--- config.mk ---
export PLATFORM = sky130hd
export DESIGN_NAME = cfgseq_loader
export DESIGN_NICKNAME = d
export VERILOG_FILES = /design/src/rtl/cfgseq_pkg.sv /design/src/rtl/cfgseq_sync.sv /design/src/rtl/cfgseq_watch.sv /design/src/rtl/cfgseq_shift.sv /design/src/rtl/cfgseq_loader.sv
export SDC_FILE = /design/constraint.sdc
export NUM_CORES = 1
export LEC_CHECK = 0
export BUFFER_PORTS_ARGS = -buffer_cell sky130_fd_sc_hd__buf_2
export CORE_ASPECT_RATIO = 0.5
export CORE_UTILIZATION = 35
export DETAILED_ROUTE_END_ITERATION = 10
export GPL_ROUTABILITY_DRIVEN = 0
export PLACE_DENSITY = 0.61
export SLEW_MARGIN = 15
export SYNTH_ARGS = -nofsm -noshare
export SYNTH_HDL_FRONTEND = slang
export SYNTH_HIERARCHICAL = 1
export SYNTH_SLANG_ARGS = --single-unit
export TNS_END_PERCENT = 5
--- constraint.sdc ---
create_clock -name clk -period 8.7 [get_ports clk]
set_input_delay 0 -clock clk [delete_from_list [all_inputs] [get_ports clk]]
set_output_delay 0 -clock clk [all_outputs]
set_load 0.005 [all_outputs]
--- src/rtl/cfgseq_pkg.sv ---
package cfgseq_pkg;

   typedef enum logic [2:0] {
      ST_IDLE,
      ST_PROG,
      ST_REL,
      ST_SHIFT,
      ST_DONEW
   } cfg_state_e;

   typedef enum logic [1:0] {
      SP_CLK_LO,
      SP_DATA,
      SP_CLK_HI,
      SP_RESTORE
   } bit_step_e;

   typedef logic [2:0] res_code_t;

   localparam res_code_t RC_OK        = 3'b000;
   localparam res_code_t RC_INIT_LOW  = 3'b111;
   localparam res_code_t RC_INIT_HIGH = 3'b110;
   localparam res_code_t RC_DONE      = 3'b101;

endpackage

--- src/rtl/cfgseq_sync.sv ---
module cfgseq_sync #(
   parameter int   STAGES  = 2,
   parameter logic RST_VAL = 1'b0
) (
   input  logic clk,
   input  logic rst_n,
   input  logic d_i,
   output logic q_o
);

   if (STAGES < 2) begin : g_bad_stages
      $error("cfgseq_sync: STAGES must be at least 2");
   end

   logic [STAGES-1:0] chain_q;

   always_ff @(posedge clk or negedge rst_n) begin
      if (!rst_n) chain_q <= {STAGES{RST_VAL}};
      else        chain_q <= {chain_q[STAGES-2:0], d_i};
   end

   assign q_o = chain_q[STAGES-1];

endmodule

--- src/rtl/cfgseq_watch.sv ---
module cfgseq_watch #(
   parameter int TICK_DIV   = 100000,
   parameter int POLL_LIMIT = 4
) (
   input  logic clk,
   input  logic rst_n,
   input  logic arm_i,
   input  logic cond_i,
   output logic met_o,
   output logic expired_o
);

   localparam int DIV_W  = $clog2(TICK_DIV);
   localparam int POLL_W = $clog2(POLL_LIMIT + 1);

   if (TICK_DIV < 2) begin : g_bad_div
      $error("cfgseq_watch: TICK_DIV must be at least 2");
   end
   if (POLL_LIMIT < 1) begin : g_bad_limit
      $error("cfgseq_watch: POLL_LIMIT must be at least 1");
   end

   logic [DIV_W-1:0]  div_q;
   logic [POLL_W-1:0] poll_q;
   logic              tick;

   assign tick      = arm_i && (div_q == DIV_W'(TICK_DIV - 1));
   assign met_o     = tick && cond_i;
   assign expired_o = tick && !cond_i && (poll_q == POLL_W'(POLL_LIMIT));

   always_ff @(posedge clk or negedge rst_n) begin
      if (!rst_n) begin
         div_q  <= '0;
         poll_q <= '0;
      end else if (!arm_i || met_o || expired_o) begin
         div_q  <= '0;
         poll_q <= '0;
      end else if (tick) begin
         div_q  <= '0;
         poll_q <= poll_q + POLL_W'(1);
      end else begin
         div_q  <= div_q + DIV_W'(1);
      end
   end

endmodule

--- src/rtl/cfgseq_shift.sv ---
module cfgseq_shift
   import cfgseq_pkg::*;
#(
   parameter int WORD_W    = 8,
   parameter int PHASE_CYC = 1
) (
   input  logic              clk,
   input  logic              rst_n,
   input  logic              en_i,
   input  logic              valid_i,
   input  logic [WORD_W-1:0] data_i,
   input  logic              last_i,
   output logic              ready_o,
   output logic              cclk_o,
   output logic              cdata_o,
   output logic              fin_o
);

   localparam int PH_W  = (PHASE_CYC > 1) ? $clog2(PHASE_CYC) : 1;
   localparam int BIT_W = (WORD_W > 1) ? $clog2(WORD_W) : 1;

   if (WORD_W < 1) begin : g_bad_word
      $error("cfgseq_shift: WORD_W must be at least 1");
   end
   if (PHASE_CYC < 1) begin : g_bad_phase
      $error("cfgseq_shift: PHASE_CYC must be at least 1");
   end

   logic [WORD_W-1:0] word_q;
   logic [WORD_W-1:0] word_next;
   logic [BIT_W-1:0]  bit_q;
   logic [PH_W-1:0]   ph_q;
   bit_step_e         step_q;
   logic [1:0]        step_inc;
   logic              active_q;
   logic              last_q;
   logic              fin_q;
   logic              step_end;
   logic              bit_end;
   logic              word_end;

   if (WORD_W == 1) begin : g_single
      assign word_next = word_q;
   end else begin : g_multi
      assign word_next = {word_q[WORD_W-2:0], 1'b0};
   end

   assign ready_o  = en_i && !active_q && !fin_q;
   assign step_end = active_q && (ph_q == PH_W'(PHASE_CYC - 1));
   assign bit_end  = step_end && (step_q == SP_RESTORE);
   assign word_end = bit_end && (bit_q == '0);
   assign step_inc = step_q + 2'd1;

   always_ff @(posedge clk or negedge rst_n) begin
      if (!rst_n) begin
         word_q   <= '0;
         bit_q    <= '0;
         ph_q     <= '0;
         step_q   <= SP_CLK_LO;
         active_q <= 1'b0;
         last_q   <= 1'b0;
         fin_q    <= 1'b0;
      end else if (!en_i) begin
         active_q <= 1'b0;
         fin_q    <= 1'b0;
      end else if (ready_o && valid_i) begin
         word_q   <= data_i;
         bit_q    <= BIT_W'(WORD_W - 1);
         ph_q     <= '0;
         step_q   <= SP_CLK_LO;
         active_q <= 1'b1;
         last_q   <= last_i;
      end else if (active_q) begin
         if (step_end) begin
            ph_q   <= '0;
            step_q <= bit_step_e'(step_inc);
            if (word_end) begin
               active_q <= 1'b0;
               fin_q    <= last_q;
            end else if (bit_end) begin
               bit_q  <= bit_q - BIT_W'(1);
               word_q <= word_next;
            end
         end else begin
            ph_q <= ph_q + PH_W'(1);
         end
      end
   end

   assign cclk_o  = !active_q || (step_q == SP_CLK_HI) || (step_q == SP_RESTORE);
   assign cdata_o = !(active_q && ((step_q == SP_DATA) || (step_q == SP_CLK_HI)))
                    || word_q[WORD_W-1];
   assign fin_o   = fin_q;

endmodule

--- src/rtl/cfgseq_loader.sv ---
module cfgseq_loader
   import cfgseq_pkg::*;
#(
   parameter int WORD_W        = 8,
   parameter int TICK_DIV      = 100000,
   parameter int POLL_LIMIT    = 4,
   parameter int PHASE_CYC     = 1,
   parameter int SYNC_STAGES   = 2,
   parameter bit PROG_ACT_HIGH = 1'b0
) (
   input  logic              clk,
   input  logic              rst_n,
   input  logic              start_i,
   output logic              busy_o,
   input  logic              s_valid_i,
   output logic              s_ready_o,
   input  logic [WORD_W-1:0] s_data_i,
   input  logic              s_last_i,
   output logic              prog_o,
   output logic              cclk_o,
   output logic              cdata_o,
   input  logic              init_i,
   input  logic              done_i,
   output logic              res_valid_o,
   output logic [2:0]        res_code_o
);

   cfg_state_e state_q, state_d;
   res_code_t  code_q, code_d;
   logic       fire_d, fire_q;
   logic       init_s, done_s;
   logic       w_arm, w_cond, w_met, w_exp;
   logic       sh_en, sh_fin;
   logic       prog_act;

   cfgseq_sync #(.STAGES(SYNC_STAGES), .RST_VAL(1'b1)) u_sync_init (
      .clk(clk), .rst_n(rst_n), .d_i(init_i), .q_o(init_s)
   );

   cfgseq_sync #(.STAGES(SYNC_STAGES), .RST_VAL(1'b0)) u_sync_done (
      .clk(clk), .rst_n(rst_n), .d_i(done_i), .q_o(done_s)
   );

   always_comb begin
      w_arm  = 1'b0;
      w_cond = 1'b0;
      unique case (state_q)
         ST_PROG:  begin w_arm = 1'b1; w_cond = !init_s; end
         ST_REL:   begin w_arm = 1'b1; w_cond = init_s;  end
         ST_DONEW: begin w_arm = 1'b1; w_cond = done_s;  end
         default:  begin w_arm = 1'b0; w_cond = 1'b0;    end
      endcase
   end

   cfgseq_watch #(.TICK_DIV(TICK_DIV), .POLL_LIMIT(POLL_LIMIT)) u_watch (
      .clk(clk), .rst_n(rst_n), .arm_i(w_arm), .cond_i(w_cond),
      .met_o(w_met), .expired_o(w_exp)
   );

   assign sh_en = (state_q == ST_SHIFT);

   cfgseq_shift #(.WORD_W(WORD_W), .PHASE_CYC(PHASE_CYC)) u_shift (
      .clk(clk), .rst_n(rst_n), .en_i(sh_en), .valid_i(s_valid_i),
      .data_i(s_data_i), .last_i(s_last_i), .ready_o(s_ready_o),
      .cclk_o(cclk_o), .cdata_o(cdata_o), .fin_o(sh_fin)
   );

   always_comb begin
      state_d = state_q;
      fire_d  = 1'b0;
      code_d  = RC_OK;
      unique case (state_q)
         ST_IDLE:  if (start_i) state_d = ST_PROG;
         ST_PROG:  begin
            if (w_met) state_d = ST_REL;
            else if (w_exp) begin
               state_d = ST_IDLE; fire_d = 1'b1; code_d = RC_INIT_LOW;
            end
         end
         ST_REL:   begin
            if (w_met) state_d = ST_SHIFT;
            else if (w_exp) begin
               state_d = ST_IDLE; fire_d = 1'b1; code_d = RC_INIT_HIGH;
            end
         end
         ST_SHIFT: if (sh_fin) state_d = ST_DONEW;
         ST_DONEW: begin
            if (w_met) begin
               state_d = ST_IDLE; fire_d = 1'b1; code_d = RC_OK;
            end else if (w_exp) begin
               state_d = ST_IDLE; fire_d = 1'b1; code_d = RC_DONE;
            end
         end
         default:  state_d = ST_IDLE;
      endcase
   end

   always_ff @(posedge clk or negedge rst_n) begin
      if (!rst_n) begin
         state_q <= ST_IDLE;
         fire_q  <= 1'b0;
         code_q  <= RC_OK;
      end else begin
         state_q <= state_d;
         fire_q  <= fire_d;
         if (fire_d) code_q <= code_d;
      end
   end

   assign prog_act = (state_q == ST_PROG);

   if (PROG_ACT_HIGH) begin : g_prog_high
      assign prog_o = prog_act;
   end else begin : g_prog_low
      assign prog_o = !prog_act;
   end

   assign busy_o      = (state_q != ST_IDLE);
   assign res_valid_o = fire_q;
   assign res_code_o  = code_q;

endmodule

==> results.ini <==
[status]
status = complete, no violations

[final_layout]
final_cells = 382
final_core_util = 0.436
diodes = 0
area_growth_pct = 15.7
fin_area_mm2 = 0.00303
drive_gt1_frac = 0.183
fin_nets = 311

[floorplan]
core_region_area_mm2 = 0.00696
fp.dieH_um = 63.2
die_x_um = 124
ios = 24
start_util = 0.376
fp-row-count = 21
dieArea_mm2 = 0.00786

[global_route]
grt_max_degree = 49
grt_pass1_wl_um = 8990
grt_use_total = 0.140
antenna_found_initial = 0
grt.overflow.total = 0
grt_pass1_vias = 1941

[yosys]
syn_nets = 281
async_flop_share = 1.00
syn_inst = 259
ys_seq_area_frac = 0.459
ys_seq_elements = 48
syn_area_mm2 = 0.00262
yosys.cell_count.top_type = dfrtp_1
avgSynthCellArea_um2 = 10.1
synth_cell_types = 57
synth.top_cells.by_count = dfrtp_1 (46), nor2_1 (22), nand2_1 (17), a21oi_1 (13), o21ai_0 (13)
synth-main-ff-cell = dfrtp_1
synth_area_leaders = dfrtp_1 (44%), ha_1 (3.3%), nor2_1 (3.2%)
synth_top_area_frac = 0.439
synth_top_cell_by_area = dfrtp_1
synth-edff-count = 0
synth-warning-count = 6

[clock_network]
clock_latency_ns = 0.29
cts.sinks = 48
htree_levels = 2
clock_path_buffers = 2
cts_tree = built
cts.clk_slew.worst_paths_ns = 0.06
cts-root-buf = clkbuf_16
cts_buffers = 5

[pwr]
power_leakage_nw = 1.32
powerDensity_mw_per_mm2 = 166
ir_worst_vdd_v = 0.0000788
design_power_total_uw = 504

[worst_setup_path]
path_class = flop to flop
worst_setup_path_end_kind = flop
r2r-start = state_q[0]
r2r_end = res_code_o[2]
cp.required_ns = 8.88
startpoint_type = flop
startpoint = state_q[0]
worst-r2r-cell-count = 9
rrSetupSlack_ns = 5.45
cp_max_fo = 9
cp_data_arrival_time_ns = 3.42

[routing]
remaining_drc_errors = 0
wirelength_um = 5210
via_per_inst = 5.43
drt_iter0_markers = 116
vias = 2076
drtPass1Iterations = 5
wl_per_cell_um = 13.6
drt.antenna.violating_nets = 0

[min_path]
worstHoldStart = start_i
hp-class = input port to flop
holdPathEnd = state_q[0]
whs_path_depth = 3

[timing]
period_share = 0.373
final_hold_viol_count = 0
fin_crit_ns = 3.25
slew_headroom = 0.495
max_freq_mhz = 308
slew_violations = 0
worst_pin_slew_ns = 0.756
finalSetupTns_ns = 0
final-setup-viol-count = 0
fin_worst_skew_ns = 0.00421
grt_setup_unrepaired = false

[place]
place_hpwl_um = 3580
dp.cells = 362
placed_cell_area_mm2 = 0.00276
port_buffers = 23

[run]
cap_violations = 0

==> metrics by stage <==
step           worst slack, ns  hold slack (ns)
2_1_floorplan             5.91           -0.296
3_3_place_gp              5.67            0.105
3_5_place_dp              5.54            0.108
4_1_cts                   5.51            0.166
5_1_grt                   5.27            0.176
6_report                  5.45            0.172
==> repair_timing <==
action	in CTS	in global routing
hold buffers	12	0
gates resized for setup	0	0
hold endpoints to repair	57	0
buffers inserted	0	0
==> flip-flops by register name, indices dropped and copies added, names as in the netlist <==
| name | flops |
|---|---|
| u_watch/div_q | 17 |
| u_shift/word_q | 8 |
| res_code_o | 3 |
| state_q | 3 |
| u_shift/bit_q | 3 |
| u_watch/poll_q | 3 |
| u_shift/step_q | 2 |
| u_sync_done/chain_q | 2 |
| u_sync_init/chain_q | 2 |
| res_valid_o | 1 |
| u_shift/active_q | 1 |
| u_shift/fin_o | 1 |
| u_shift/last_q | 1 |
| u_shift/ph_q | 1 |
==> area by class of cell <==
type                       count  area [µm²]
sequential                    48        1200
clock inverter                 2        10.0
tap                           92         115
multi-input combinational    187        1280
timing repair buffer          35         238
inverter                      12        45.0
fill                         647        3930
clock buffer                   6         139
==> power by group <==
part / internal (mW) / leakage [nW] / switching [mW] / total [mW]
Combinational: 0.0232 / 0.615 / 0.0248 / 0.0480
Sequential: 0.240 / 0.629 / 0.0218 / 0.262
Clock: 0.113 / 0.0766 / 0.0805 / 0.194
==> cell usage in the layout, fill, tap and decap left out, types with 2 or more instances in the layout <==
| cell type | netlist | routed |
|---|---|---|
| a21oi_1 | 13 | 13 |
| a221o_1 | 7 | 7 |
| a22o_1 | 2 | 2 |
| a31oi_1 | 2 | 2 |
| and2_1 | 3 | 3 |
| and3_1 | 4 | 4 |
| and4_1 | 3 | 3 |
| buf_2 | 3 | 22 |
| clkbuf_16 | 0 | 5 |
| clkinv_2 | 0 | 2 |
| dfrtp_1 | 46 | 46 |
| dfstp_2 | 2 | 2 |
| dlygate4sd3_1 | 0 | 12 |
| ha_1 | 7 | 7 |
| inv_1 | 12 | 12 |
| mux2i_1 | 2 | 2 |
| nand2_1 | 17 | 17 |
| nand2b_1 | 3 | 3 |
| nand3_1 | 7 | 7 |
| nand3b_1 | 2 | 2 |
| nand4_1 | 7 | 7 |
| nor2_1 | 22 | 22 |
| nor2b_1 | 12 | 12 |
| nor3_1 | 10 | 10 |
| nor4_1 | 4 | 4 |
| o21ai_0 | 13 | 13 |
| o22ai_1 | 2 | 2 |
| or3_1 | 6 | 6 |
| xnor2_1 | 4 | 4 |
| xor2_1 | 8 | 8 |
==> worst max path at each step <==
| stage | end | slack, ns |
|---|---|---|
| CTS | res_code_o[2] | 5.51 |
| global placement | res_code_o[2] | 5.67 |
| floorplan | res_code_o[2] | 5.91 |
| global route | res_code_o[2] | 5.27 |
| finish | res_code_o[2] | 5.45 |
| detailed placement | res_code_o[2] | 5.54 |
==> critical path: stages (launching register included) <==
cell	delay [ns]
dfrtp_1	0.49
or2_2	0.37
a21oi_2	0.33
and4bb_2	0.30
nand4_2	0.18
nor4_1	0.62
nor2b_2	0.31
and2b_2	0.17
a22o_2	0.15
a2bb2o_4	0.21
==> logic make-up after synthesis <==
group | after synthesis | share of synthesized area
AOI/OAI and AO/OA | 49 | 0.137
muxes | 4 | 0.0205
and+or+nand+nor | 115 | 0.259
DFF | 48 | 0.459
buffers and inverters | 24 | 0.0515
adders and majority gates | 7 | 0.0334
xor gates and xnor gates | 12 | 0.0401
==> per-layer routing <==
layer	global-route usage	wire, µm
met1	0.181	2510
met2	0.234	2440
met3	0.0340	236
met4	0.0422	27
met5	0	0
Note: power is estimated with default switching activity, not from simulation.
